<file path="config.mk">
export PLATFORM = sky130hd
export DESIGN_NAME = fxp_int_rounder
export DESIGN_NICKNAME = d
export VERILOG_FILES = /design/src/rtl/fxr_pkg.sv /design/src/rtl/fxr_incr_sel.sv /design/src/rtl/fxr_round_mag.sv /design/src/rtl/fxr_int_pack.sv /design/src/rtl/fxp_int_rounder.sv
export SDC_FILE = /design/constraint.sdc
export NUM_CORES = 1
export LEC_CHECK = 0
export BUFFER_PORTS_ARGS = -buffer_cell sky130_fd_sc_hd__buf_2
export CORE_UTILIZATION = 45
export CTS_CLUSTER_SIZE = 14
export DETAILED_ROUTE_END_ITERATION = 10
export GPL_ROUTABILITY_DRIVEN = 0
export PLACE_DENSITY = 0.76
export RECOVER_POWER = 25
export SYNTH_ARGS = -nofsm -noshare
export SYNTH_HDL_FRONTEND = slang
export SYNTH_SLANG_ARGS = --single-unit
</file>
<file path="constraint.sdc">
create_clock -name clk -period 1.56 [get_ports clk]
set_input_delay 0.078 -clock clk [delete_from_list [all_inputs] [get_ports clk]]
set_output_delay 0.078 -clock clk [all_outputs]
set_load 0.02 [all_outputs]
</file>
<file path="src/rtl/fxr_pkg.sv">
`timescale 1ns/1ps
package fxr_pkg;

    // Rounding direction selector; encoding is visible on the top port.
    typedef enum logic [1:0] {
        RND_NEAR_EVEN = 2'd0,
        RND_FLOOR     = 2'd1,
        RND_CEIL      = 2'd2,
        RND_TRUNC     = 2'd3
    } rnd_mode_e;

endpackage

</file>
<file path="src/rtl/fxr_incr_sel.sv">
`timescale 1ns/1ps
// Picks the constant added below the binary point before truncation.
module fxr_incr_sel
    import fxr_pkg::*;
#(
    parameter int FRAC_W = 7
) (
    input  logic [1:0]        mode,
    input  logic              neg,
    output logic [FRAC_W-1:0] bias,
    output logic              even_tie
);

    localparam logic [FRAC_W-1:0] HALF = FRAC_W'(1) << (FRAC_W - 1);
    localparam logic [FRAC_W-1:0] FULL = '1;

    always_comb begin
        bias     = '0;
        even_tie = 1'b0;
        case (rnd_mode_e'(mode))
            RND_NEAR_EVEN: begin
                bias     = HALF;
                even_tie = 1'b1;
            end
            RND_FLOOR:  bias = neg ? FULL : '0;
            RND_CEIL:   bias = neg ? '0 : FULL;
            default:    bias = '0;
        endcase
    end

endmodule

</file>
<file path="src/rtl/fxr_round_mag.sv">
`timescale 1ns/1ps
// Adds the bias, drops the fraction, applies tie-to-even, and reports
// whether any fraction was present and whether the magnitude grew.
module fxr_round_mag #(
    parameter int MAG_W  = 64,
    parameter int FRAC_W = 7,
    parameter int RM_W   = MAG_W + 1 - FRAC_W
) (
    input  logic [MAG_W-1:0]  mag,
    input  logic [FRAC_W-1:0] bias,
    input  logic              even_tie,
    output logic [RM_W-1:0]   rmag,
    output logic              frac_nz,
    output logic              grew
);

    localparam logic [FRAC_W-1:0] HALF = FRAC_W'(1) << (FRAC_W - 1);

    logic [MAG_W:0]    sum;
    logic [FRAC_W-1:0] frac;
    logic              clear_lsb;

    always_comb begin
        frac      = mag[FRAC_W-1:0];
        sum       = {1'b0, mag} + {{(MAG_W + 1 - FRAC_W){1'b0}}, bias};
        clear_lsb = even_tie && (frac == HALF);
        rmag      = sum[MAG_W:FRAC_W] & ~{{(RM_W - 1){1'b0}}, clear_lsb};
        frac_nz   = |frac;
        grew      = {rmag, {FRAC_W{1'b0}}} > {1'b0, mag};
    end

endmodule

</file>
<file path="src/rtl/fxr_int_pack.sv">
`timescale 1ns/1ps
// Applies the sign and detects values outside the signed integer range.
module fxr_int_pack #(
    parameter int RM_W  = 58,
    parameter int INT_W = 32
) (
    input  logic             neg,
    input  logic [RM_W-1:0]  rmag,
    output logic [INT_W-1:0] z,
    output logic             bad
);

    logic [INT_W-1:0] low;
    logic             high_nz;

    always_comb begin
        low     = rmag[INT_W-1:0];
        high_nz = |rmag[RM_W-1:INT_W];
        z       = neg ? (~low + INT_W'(1)) : low;
        bad     = high_nz || ((z != '0) && (z[INT_W-1] != neg));
    end

endmodule

</file>
<file path="src/rtl/fxp_int_rounder.sv">
`timescale 1ns/1ps
module fxp_int_rounder
    import fxr_pkg::*;
#(
    parameter int MAG_W  = 64,
    parameter int FRAC_W = 7,
    parameter int INT_W  = 32
) (
    input  logic             clk,
    input  logic             rst_n,
    input  logic             in_valid,
    input  logic             in_neg,
    input  logic [MAG_W-1:0] in_mag,
    input  logic [1:0]       in_mode,
    output logic             out_valid,
    output logic [INT_W-1:0] out_int,
    output logic             out_invalid,
    output logic             out_inexact,
    output logic             out_rounded_up
);

    localparam int               RM_W  = MAG_W + 1 - FRAC_W;
    localparam logic [INT_W-1:0] INDEF = {1'b1, {(INT_W - 1){1'b0}}};

    typedef struct packed {
        logic             vld;
        logic [INT_W-1:0] val;
        logic             inv;
        logic             inx;
        logic             up;
    } stage_t;

    stage_t stage_d, stage_q;

    logic [FRAC_W-1:0] bias_w;
    logic              tie_w;
    logic [RM_W-1:0]   rmag_w;
    logic              frac_nz_w;
    logic              grew_w;
    logic [INT_W-1:0]  z_w;
    logic              bad_w;

    fxr_incr_sel #(.FRAC_W(FRAC_W)) u_incr (
        .mode     (in_mode),
        .neg      (in_neg),
        .bias     (bias_w),
        .even_tie (tie_w)
    );

    fxr_round_mag #(.MAG_W(MAG_W), .FRAC_W(FRAC_W), .RM_W(RM_W)) u_round (
        .mag      (in_mag),
        .bias     (bias_w),
        .even_tie (tie_w),
        .rmag     (rmag_w),
        .frac_nz  (frac_nz_w),
        .grew     (grew_w)
    );

    fxr_int_pack #(.RM_W(RM_W), .INT_W(INT_W)) u_pack (
        .neg  (in_neg),
        .rmag (rmag_w),
        .z    (z_w),
        .bad  (bad_w)
    );

    always_comb begin
        stage_d     = stage_q;
        stage_d.vld = in_valid;
        if (in_valid) begin
            stage_d.inv = bad_w;
            stage_d.val = bad_w ? INDEF : z_w;
            stage_d.inx = frac_nz_w && !bad_w;
            stage_d.up  = grew_w && !bad_w;
        end
    end

    always_ff @(posedge clk or negedge rst_n) begin
        if (!rst_n) stage_q <= '0;
        else        stage_q <= stage_d;
    end

    assign out_valid      = stage_q.vld;
    assign out_int        = stage_q.val;
    assign out_invalid    = stage_q.inv;
    assign out_inexact    = stage_q.inx;
    assign out_rounded_up = stage_q.up;

    AST_ONE_CYCLE: assert property (@(posedge clk) disable iff (!rst_n)
        in_valid |=> out_valid);
    AST_NO_SPURIOUS: assert property (@(posedge clk) disable iff (!rst_n)
        !in_valid |=> !out_valid);
    AST_TRUNC_NEVER_UP: assert property (@(posedge clk) disable iff (!rst_n)
        (in_valid && in_mode == RND_TRUNC) |=> !out_rounded_up);
    AST_INDEF_PATTERN: assert property (@(posedge clk) disable iff (!rst_n)
        (out_valid && out_invalid) |-> (out_int == INDEF));
    AST_POS_NOT_NEG: assert property (@(posedge clk) disable iff (!rst_n)
        (in_valid && !in_neg) |=> (out_invalid || !out_int[INT_W-1]));
    AST_EXACT_QUIET: assert property (@(posedge clk) disable iff (!rst_n)
        (in_valid && in_mag[FRAC_W-1:0] == '0) |=> !out_inexact);
    AST_UP_IMPLIES_INEXACT: assert property (@(posedge clk) disable iff (!rst_n)
        (out_valid && out_rounded_up) |-> out_inexact);
    AST_INVALID_QUIET: assert property (@(posedge clk) disable iff (!rst_n)
        (out_valid && out_invalid) |-> (!out_inexact && !out_rounded_up));

endmodule

</file>
==> Yosys cells after proc, flatten, opt, wreduce, memory -nomap -nowiden <==
Cells that the tools add are included.
{ "totals": {"regBits": 36, "input_bits": 70, "out_inout_bits": 36, "word_cells": 31} }
{ "classes": {"n_addsub": 2, "n_lt_le_gt_ge": 1, "n_eq_ne": 4, "n_mux": 6, "n_bitwise": 3, "reduce_logical": 10} }
{ "ops": {"columns": ["operator", "count"], "rows": [
  ["adder 64 x 7 -> 65 bit", 1],
  ["greater-than comparator 65 x 64 -> 1 bit", 1],
  ["2-to-1 mux 32 bit", 2],
  ["AND 58 bit", 1],
  ["NOT 1 -> 58 bit", 1],
  ["adder 32 x 1 -> 32 bit (second input constant)", 1],
  ["NOT 32 bit", 1],
  ["nonzero test 32 bit", 1],
  ["OR reduction 26 bit", 1],
  ["case mux 7 bit (3 select lines)", 1],
  ["2-to-1 mux 7 bit", 2],
  ["equality test 7 bit (second input constant)", 1],
  ["OR reduction 7 bit", 1],
  ["logical AND 1 bit", 4],
  ["equality test 2 x 1 -> 1 bit (second input constant)", 1],
  ["equality test 2 bit (second input constant)", 1],
  ["logical NOT 2 bit", 1],
  ["logical NOT 1 bit", 1],
  ["logical OR 1 bit", 1],
  ["2-to-1 mux 1 bit", 1],
  ["inequality test 1 bit", 1]
]} }

==> Depth between registers and ports, before layout <==
{ "depth": {"word_depth": 13, "mapped_depth": 28, "depth_no_buf": 24} }

==> Hierarchy <==
A second synthesis with hierarchy kept.
{ "hier_totals": {"cells_unflattened": 776, "hier_area_um2": 5739.3} }
{ "modules_own_cells": {"columns": ["mod", "instances", "cells_per_inst", "area_per_inst_um2", "seq_area_each_um2"], "rows": [
  ["fxr_round_mag", 1, 411, 2733.9, 0.0],
  ["fxp_int_rounder", 1, 150, 1544.0, 900.9],
  ["fxr_int_pack", 1, 205, 1387.6, 0.0],
  ["fxr_incr_sel", 1, 10, 73.8, 0.0]
]} }

==> Worst setup path after synthesis <==
No wires, ideal clock.
{ "synth_timing": {"path_kind": "input-to-reg", "start": "in in_neg", "end": "reg stage_q (netlist bit out_int[13])", "setup_time_ns": 0.075, "arrival_time_ns": 5.687, "required_time_ns": 1.485, "path_slack_ns": -4.202, "path_stages": 26, "n_path_buf": 7, "path_cell_list": "buf_2 clkbuf_1 clkbuf_1 clkbuf_1 mux2i_1 ha_1 nand4bb_1 nand2_2 a21o_2 and3_1 and2_1 and3_1 ha_1 clkbuf_1 nand2_1 nor3b_1 nand4_1 a211oi_4 nand3_4 nor4b_4 nand3_2 xor2_1 or4_1 buf_2 buf_6 o2bb2ai_2"} }
{ "synth_between": {"elab_chain_len": 11, "word_cells_on_any_way": 14, "cone_classes": "2 x add/sub; 1 x eq/ne; 5 x mux; 2 x bitwise; 4 x reduce/logical"} }
{ "synth_rtl": {"columns": ["element", "line", "text"], "rows": [
  ["start: declaration", "fxp_int_rounder.sv:12", "input logic in_neg,"],
  ["2-to-1 mux 7 bit, on equally long branches", "fxr_incr_sel.sv:26, fxr_incr_sel.sv:25", null],
  ["case mux 7 bit (3 select lines)", "fxr_incr_sel.sv:20", "case (rnd_mode_e'(mode))"],
  ["adder 64 x 7 -> 65 bit", "fxr_round_mag.sv:25", "sum = {1'b0, mag} + {{(MAG_W + 1 - FRAC_W){1'b0}}, bias};"],
  ["AND 58 bit", "fxr_round_mag.sv:27", "rmag = sum[MAG_W:FRAC_W] & ~{{(RM_W - 1){1'b0}}, clear_lsb};"],
  ["NOT 32 bit", "fxr_int_pack.sv:19", "z = neg ? (~low + INT_W'(1)) : low;"],
  ["adder 32 x 1 -> 32 bit", "fxr_int_pack.sv:19", null],
  ["2-to-1 mux 32 bit", "fxr_int_pack.sv:19", null],
  ["nonzero test 32 bit or inequality test 1 bit (tied branches)", "fxr_int_pack.sv:20", "bad = high_nz || ((z != '0) && (z[INT_W-1] != neg));"],
  ["logical AND 1 bit", "fxr_int_pack.sv:20", null],
  ["logical OR 1 bit", "fxr_int_pack.sv:20", null],
  ["2-to-1 mux 32 bit (*)", "fxp_int_rounder.sv:71", "stage_d.val = bad_w ? INDEF : z_w;"],
  ["end signal: assignment", "fxp_int_rounder.sv:79", "else stage_q <= stage_d;"],
  ["end: declaration", "fxp_int_rounder.sv:33", "stage_t stage_d, stage_q;"]
]} }
Every way passes the cells marked *; elsewhere a longest branch is shown, timed or not.
A chain may end at the register's enable or synchronous reset.

==> Final worst setup path <==
{ "layout_timing": {"start": "in in_neg", "end": "reg stage_q (netlist bit out_inexact)"} }
{ "layout_between": {"elab_chain_len": 12, "word_cells_on_any_way": 15, "cone_classes": "2 x add/sub; 1 x eq/ne; 4 x mux; 2 x bitwise; 6 x reduce/logical"} }
{ "layout_rtl": {"columns": ["element", "line", "text"], "rows": [
  ["2-to-1 mux 7 bit, on equally long branches", "fxr_incr_sel.sv:26, fxr_incr_sel.sv:25", null],
  ["case mux 7 bit (3 select lines)", "fxr_incr_sel.sv:20", null],
  ["adder 64 x 7 -> 65 bit", "fxr_round_mag.sv:25", null],
  ["AND 58 bit", "fxr_round_mag.sv:27", null],
  ["NOT 32 bit", "fxr_int_pack.sv:19", null],
  ["adder 32 x 1 -> 32 bit", "fxr_int_pack.sv:19", null],
  ["2-to-1 mux 32 bit", "fxr_int_pack.sv:19", null],
  ["nonzero test 32 bit or inequality test 1 bit (tied branches)", "fxr_int_pack.sv:20", null],
  ["logical AND 1 bit", "fxr_int_pack.sv:20", null],
  ["logical OR 1 bit (*)", "fxr_int_pack.sv:20", null],
  ["logical NOT 1 bit (*)", "fxp_int_rounder.sv:72", "stage_d.inx = frac_nz_w && !bad_w;"],
  ["logical AND 1 bit (*)", "fxp_int_rounder.sv:72", null]
]} }
Marked as above.

==> flow_results.xml <==
<?xml version="1.0" encoding="UTF-8"?>
<metrics>
  <group name="timing">
    <metric name="upper_clock_frequency_limit" unit="MHz">235</metric>
    <metric name="whs" unit="ps">182</metric>
    <metric name="final-setup-viol-count" unit="">35</metric>
    <metric name="layout_worst_path_cycle_share" unit="%">273</metric>
    <metric name="final.setup.worst_slack" unit="ps">-2700</metric>
    <metric name="hold_viol_final" unit="">0</metric>
    <metric name="worst_slew_margin_rel" unit="%">49.2</metric>
    <metric name="final.setup_skew" unit="ps">0</metric>
    <metric name="rsz_0062_raised_after_global_routing" unit="">yes</metric>
    <metric name="worst_pin_slew" unit="ps">761</metric>
    <metric name="finalSetupTns" unit="ps">-90880</metric>
    <metric name="slew_violations" unit="">0</metric>
    <metric name="final_period_minus_worst_setup_slack" unit="ps">4260</metric>
  </group>
  <group name="min_path">
    <metric name="holdCritPathClass" unit="">in -&gt; reg</metric>
    <metric name="min-delay-start" unit="">in_valid</metric>
  </group>
  <group name="pwr">
    <metric name="total_leakage_power" unit="nW">4.38</metric>
    <metric name="share_clk_of_total_power" unit="%">27.5</metric>
    <metric name="sw_frac_of_total" unit="%">33.6</metric>
    <metric name="net-switching-power" unit="mW">1.20</metric>
    <metric name="irDropWorstVdd" unit="mV">0.378</metric>
    <metric name="cell_internal_pwr" unit="mW">2.37</metric>
    <metric name="power-per-cell-area" unit="nW/um^2">387</metric>
    <metric name="power_frac_comb" unit="%">46.2</metric>
    <metric name="power_frac_seq" unit="%">26.3</metric>
  </group>
  <group name="logic_synthesis">
    <metric name="post_synth_mux_area_share" unit="%">1.88</metric>
    <metric name="postSynthCellCount" unit="">754</metric>
    <metric name="ys_async_sr_fraction" unit="%">100</metric>
    <metric name="synth_compound_area_share" unit="%">24.9</metric>
    <metric name="synth_edf_count" unit="">0</metric>
    <metric name="synthDominantAreaCellType" unit="">dfrtp_1</metric>
    <metric name="post-synth-top-area-fraction" unit="%">15.4</metric>
    <metric name="synthAdderAreaFrac" unit="%">6.64</metric>
    <metric name="synth_top_flop_cell" unit="">dfrtp_1</metric>
    <metric name="ys_ff_latch" unit="">36</metric>
    <metric name="synthSimpleGateAreaFrac" unit="%">33.4</metric>
    <metric name="synthTopCellsByArea" unit="">dfrtp_1 (15%), ha_1 (6.6%), xnor2_1 (6.1%)</metric>
    <metric name="synthesis.nets" unit="">855</metric>
    <metric name="yosys_warnings" unit="">0</metric>
    <metric name="post_synthesis_average_cell_area" unit="um^2">7.75</metric>
    <metric name="synth.distinct_cells" unit="">89</metric>
    <metric name="main_combinational_cell_family_by_area_after_synthesis" unit="">simple AND/OR/NAND/NOR gates</metric>
    <metric name="synth_seq_area_share" unit="%">15.4</metric>
    <metric name="synth_xor_xnor_area_share" unit="%">11.5</metric>
    <metric name="syn_area" unit="um^2">5840</metric>
  </group>
  <group name="die">
    <metric name="io_pins" unit="">106</metric>
    <metric name="chipWidth" unit="um">116</metric>
    <metric name="start_util" unit="%">46.3</metric>
    <metric name="die-area" unit="um^2">13400</metric>
    <metric name="fp.dieH" unit="um">116</metric>
    <metric name="coreArea" unit="um^2">12600</metric>
    <metric name="rows" unit="">41</metric>
  </group>
  <group name="worst_setup_path">
    <metric name="setup.worst_path.class" unit="">in -&gt; reg</metric>
    <metric name="crit_slowest_cell" unit="">a41o_2</metric>
    <metric name="timing.critical_path.from_type" unit="">primary input</metric>
    <metric name="worst_setup_sp" unit="">in_neg</metric>
    <metric name="worst_path_largest_cell_delay" unit="ps">330</metric>
    <metric name="worst-endpoint-required" unit="ps">1770</metric>
    <metric name="critical_path.cell_chain" unit="">buf_6 -&gt; mux2i_1 -&gt; ha_1 -&gt; nand4bb_1 -&gt; nand2_2 -&gt; a21o_4 -&gt; and3_4 -&gt; buf_6 -&gt; and2_4 -&gt; and3_4 -&gt; ha_4 -&gt; nand2_4 -&gt; nor3b_2 -&gt; nand4_1 -&gt; a211oi_4 -&gt; nand3_4 -&gt; nor4b_4 -&gt; buf_4 -&gt; nand3_2 -&gt; a32o_1 -&gt; nor4_2 -&gt; a41o_2 -&gt; a22o_1</metric>
    <metric name="setup.worst_path.end_class" unit="">register</metric>
    <metric name="worst-endpoint-arrival" unit="ps">4470</metric>
    <metric name="worst_path_fanout_max" unit="">7</metric>
    <metric name="rr_startpoint" unit="">out_inexact</metric>
  </group>
  <group name="placement">
    <metric name="placement.cell_area" unit="um^2">8720</metric>
    <metric name="dpl.cell_count" unit="">1291</metric>
    <metric name="dp_slack" unit="ps">-3090</metric>
    <metric name="dp.final_hpwl" unit="um">17000</metric>
    <metric name="port_buffers" unit="">105</metric>
  </group>
  <group name="global_route">
    <metric name="grt_pass1_vias" unit="">7117</metric>
    <metric name="gr-total-overflow" unit="">0</metric>
    <metric name="largest_net_degree_at_the_start_of_global_routing" unit="">43</metric>
    <metric name="grt_pass1_wl" unit="um">33700</metric>
    <metric name="globalRouteTotalUtil" unit="%">31.6</metric>
    <metric name="number_of_antenna_violations_at_the_first_check_in_global_routing" unit="">0</metric>
  </group>
  <group name="cells_and_area">
    <metric name="final_area" unit="um^2">9220</metric>
    <metric name="finalNonFillerCells" unit="">1321</metric>
    <metric name="layout_commonest_cell" unit="">buf_4</metric>
    <metric name="layout-drive-gt1-share" unit="%">43.7</metric>
    <metric name="insertedDiodeCount" unit="">0</metric>
    <metric name="mostFrequentLayoutCells" unit="">buf_4 (309), buf_2 (87), nand2_1 (59), inv_1 (52), nor2_1 (47)</metric>
    <metric name="syn2layout_area_growth" unit="%">57.8</metric>
    <metric name="num-nets-final" unit="">1249</metric>
  </group>
  <group name="route">
    <metric name="dr.pass1.iters" unit="">5</metric>
    <metric name="detailedRoute.firstIterationViolations" unit="">801</metric>
    <metric name="avgViaCountPerCell" unit="">5.78</metric>
    <metric name="wl_per_cell" unit="um">16.4</metric>
    <metric name="drc_errors" unit="">0</metric>
    <metric name="ant_nets" unit="">0</metric>
    <metric name="postRouteWirelength" unit="um">21600</metric>
    <metric name="vias" unit="">7630</metric>
  </group>
  <group name="clock_network">
    <metric name="cts_tree" unit="">built</metric>
    <metric name="cts-root-to-sink-buffers" unit="">2</metric>
    <metric name="clkSlewWorstSetupHoldPaths" unit="ps">50</metric>
    <metric name="cts_inserted_buffers" unit="">5</metric>
    <metric name="clock_sinks" unit="">36</metric>
    <metric name="worstSkewPairLatency" unit="ps">270</metric>
    <metric name="cts-root-buf" unit="">clkbuf_16</metric>
    <metric name="cts-htree-levels" unit="">2</metric>
  </group>
  <group name="outcome">
    <metric name="violations_in_the_final_reports" unit="">setup timing</metric>
    <metric name="status" unit="">finished, violations left</metric>
  </group>
  <group name="flow_run">
    <metric name="maxCapViolCount" unit="">0</metric>
  </group>
</metrics>
worst paths after layout:
check	endpoint	slack (ps)	cells past startpoint
worst min-delay path	out_valid	180	2
min in group asynchronous	out_int[9]	410	2
worst min register to register	out_int[4]	480	1
worst max-delay path	out_inexact	-2700	23
worst max register to register	out_inexact	800	1
max in group asynchronous	out_int[29]	660	2
state kept, by name, indices dropped and copies added, names as in the netlist:
signal and count:
out_rounded_up 1, out_valid 1, out_invalid 1, out_inexact 1
out_int 32
worst max-delay path: cells and delay by family:
| kind | cells | cell delay [ps] |
|---|---|---|
| AND/OR/NAND/NOR | 12 | 1950 |
| multiplexers | 1 | 200 |
| buffers and inverters | 3 | 350 |
| adder cells (fa/ha/maj) | 2 | 560 |
| AO/OA/AOI/OAI | 5 | 1320 |
per-stage QoR:
stage | total power, mW | util, %
3_3_place_gp | 2.45 | 69.1
3_5_place_dp | 2.49 | 69.1
5_1_grt | 3.73 | 73.0
6_report | 3.56 | 73.0
4_1_cts | 3.50 | 71.8
2_1_floorplan | 1.68 | -
cells by family (layout without fill, tap and decap cells):
| family | after synthesis | count (layout) |
|---|---|---|
| and+or+nand+nor | 341 | 341 |
| AOI/OAI and AO/OA | 174 | 174 |
| buffers and inverters | 86 | 481 |
| xor gates and xnor gates | 75 | 75 |
| DFF | 36 | 36 |
| adders and majority gates | 31 | 31 |
| muxes | 11 | 11 |
cell type report:
class / count / area [um^2]
inverters: 53 / 199
flip-flops and latches: 36 / 901
multi-input cells: 632 / 4840
repair buffers: 420 / 2920
clock buffers: 8 / 146
fillers: 952 / 3400
well taps: 172 / 215
layer usage:
metal  wire, um  global-route usage, %  vias to the layer above
met1       9280                   41.8                     3540
met3       1690                   2.98                       71
met5          0                      0                        -
met2       9900                   53.1                      389
li1           -                      -                     3630
met4        756                   12.1                        0
synth_stat cells (all sizes together), types with 6 or more instances:
| cell | number |
|---|---|
| nand3 | 45 |
| nand4 | 40 |
| buf | 16 |
| nand2 | 64 |
| a31oi | 6 |
| xor2 | 32 |
| nor3 | 29 |
| clkbuf | 17 |
| o31ai | 10 |
| dfrtp | 36 |
| inv | 52 |
| nand2b | 6 |
| nor2 | 50 |
| xnor2 | 43 |
| a21oi | 21 |
| or2 | 9 |
| o2bb2ai | 24 |
| ha | 31 |
| and2 | 13 |
| a22o | 9 |
| or3 | 7 |
| a211oi | 10 |
| o21ai | 35 |
| and4 | 10 |
| nand3b | 6 |
| and3 | 26 |
| nor4 | 18 |
| mux2i | 11 |
power groups by stage:
stage / combinational [mW] / clock (mW) / sequential, mW
finish: 1.65 / 0.981 / 0.937
global route: 1.77 / 1.02 / 0.936
CTS: 1.58 / 0.985 / 0.937
detailed placement: 1.54 / 0 / 0.952
global placement: 1.50 / 0 / 0.952
floorplan: 0.723 / 0 / 0.955
what timing repair did:
action	in CTS	in global routing
buffers inserted	14	7
resized for setup	18	24
hold endpoints to repair	36	0
pin swaps	19	15
hold buffers	1	0
setup endpoints to repair	35	35
Note: power is estimated with default switching activity, not from simulation.
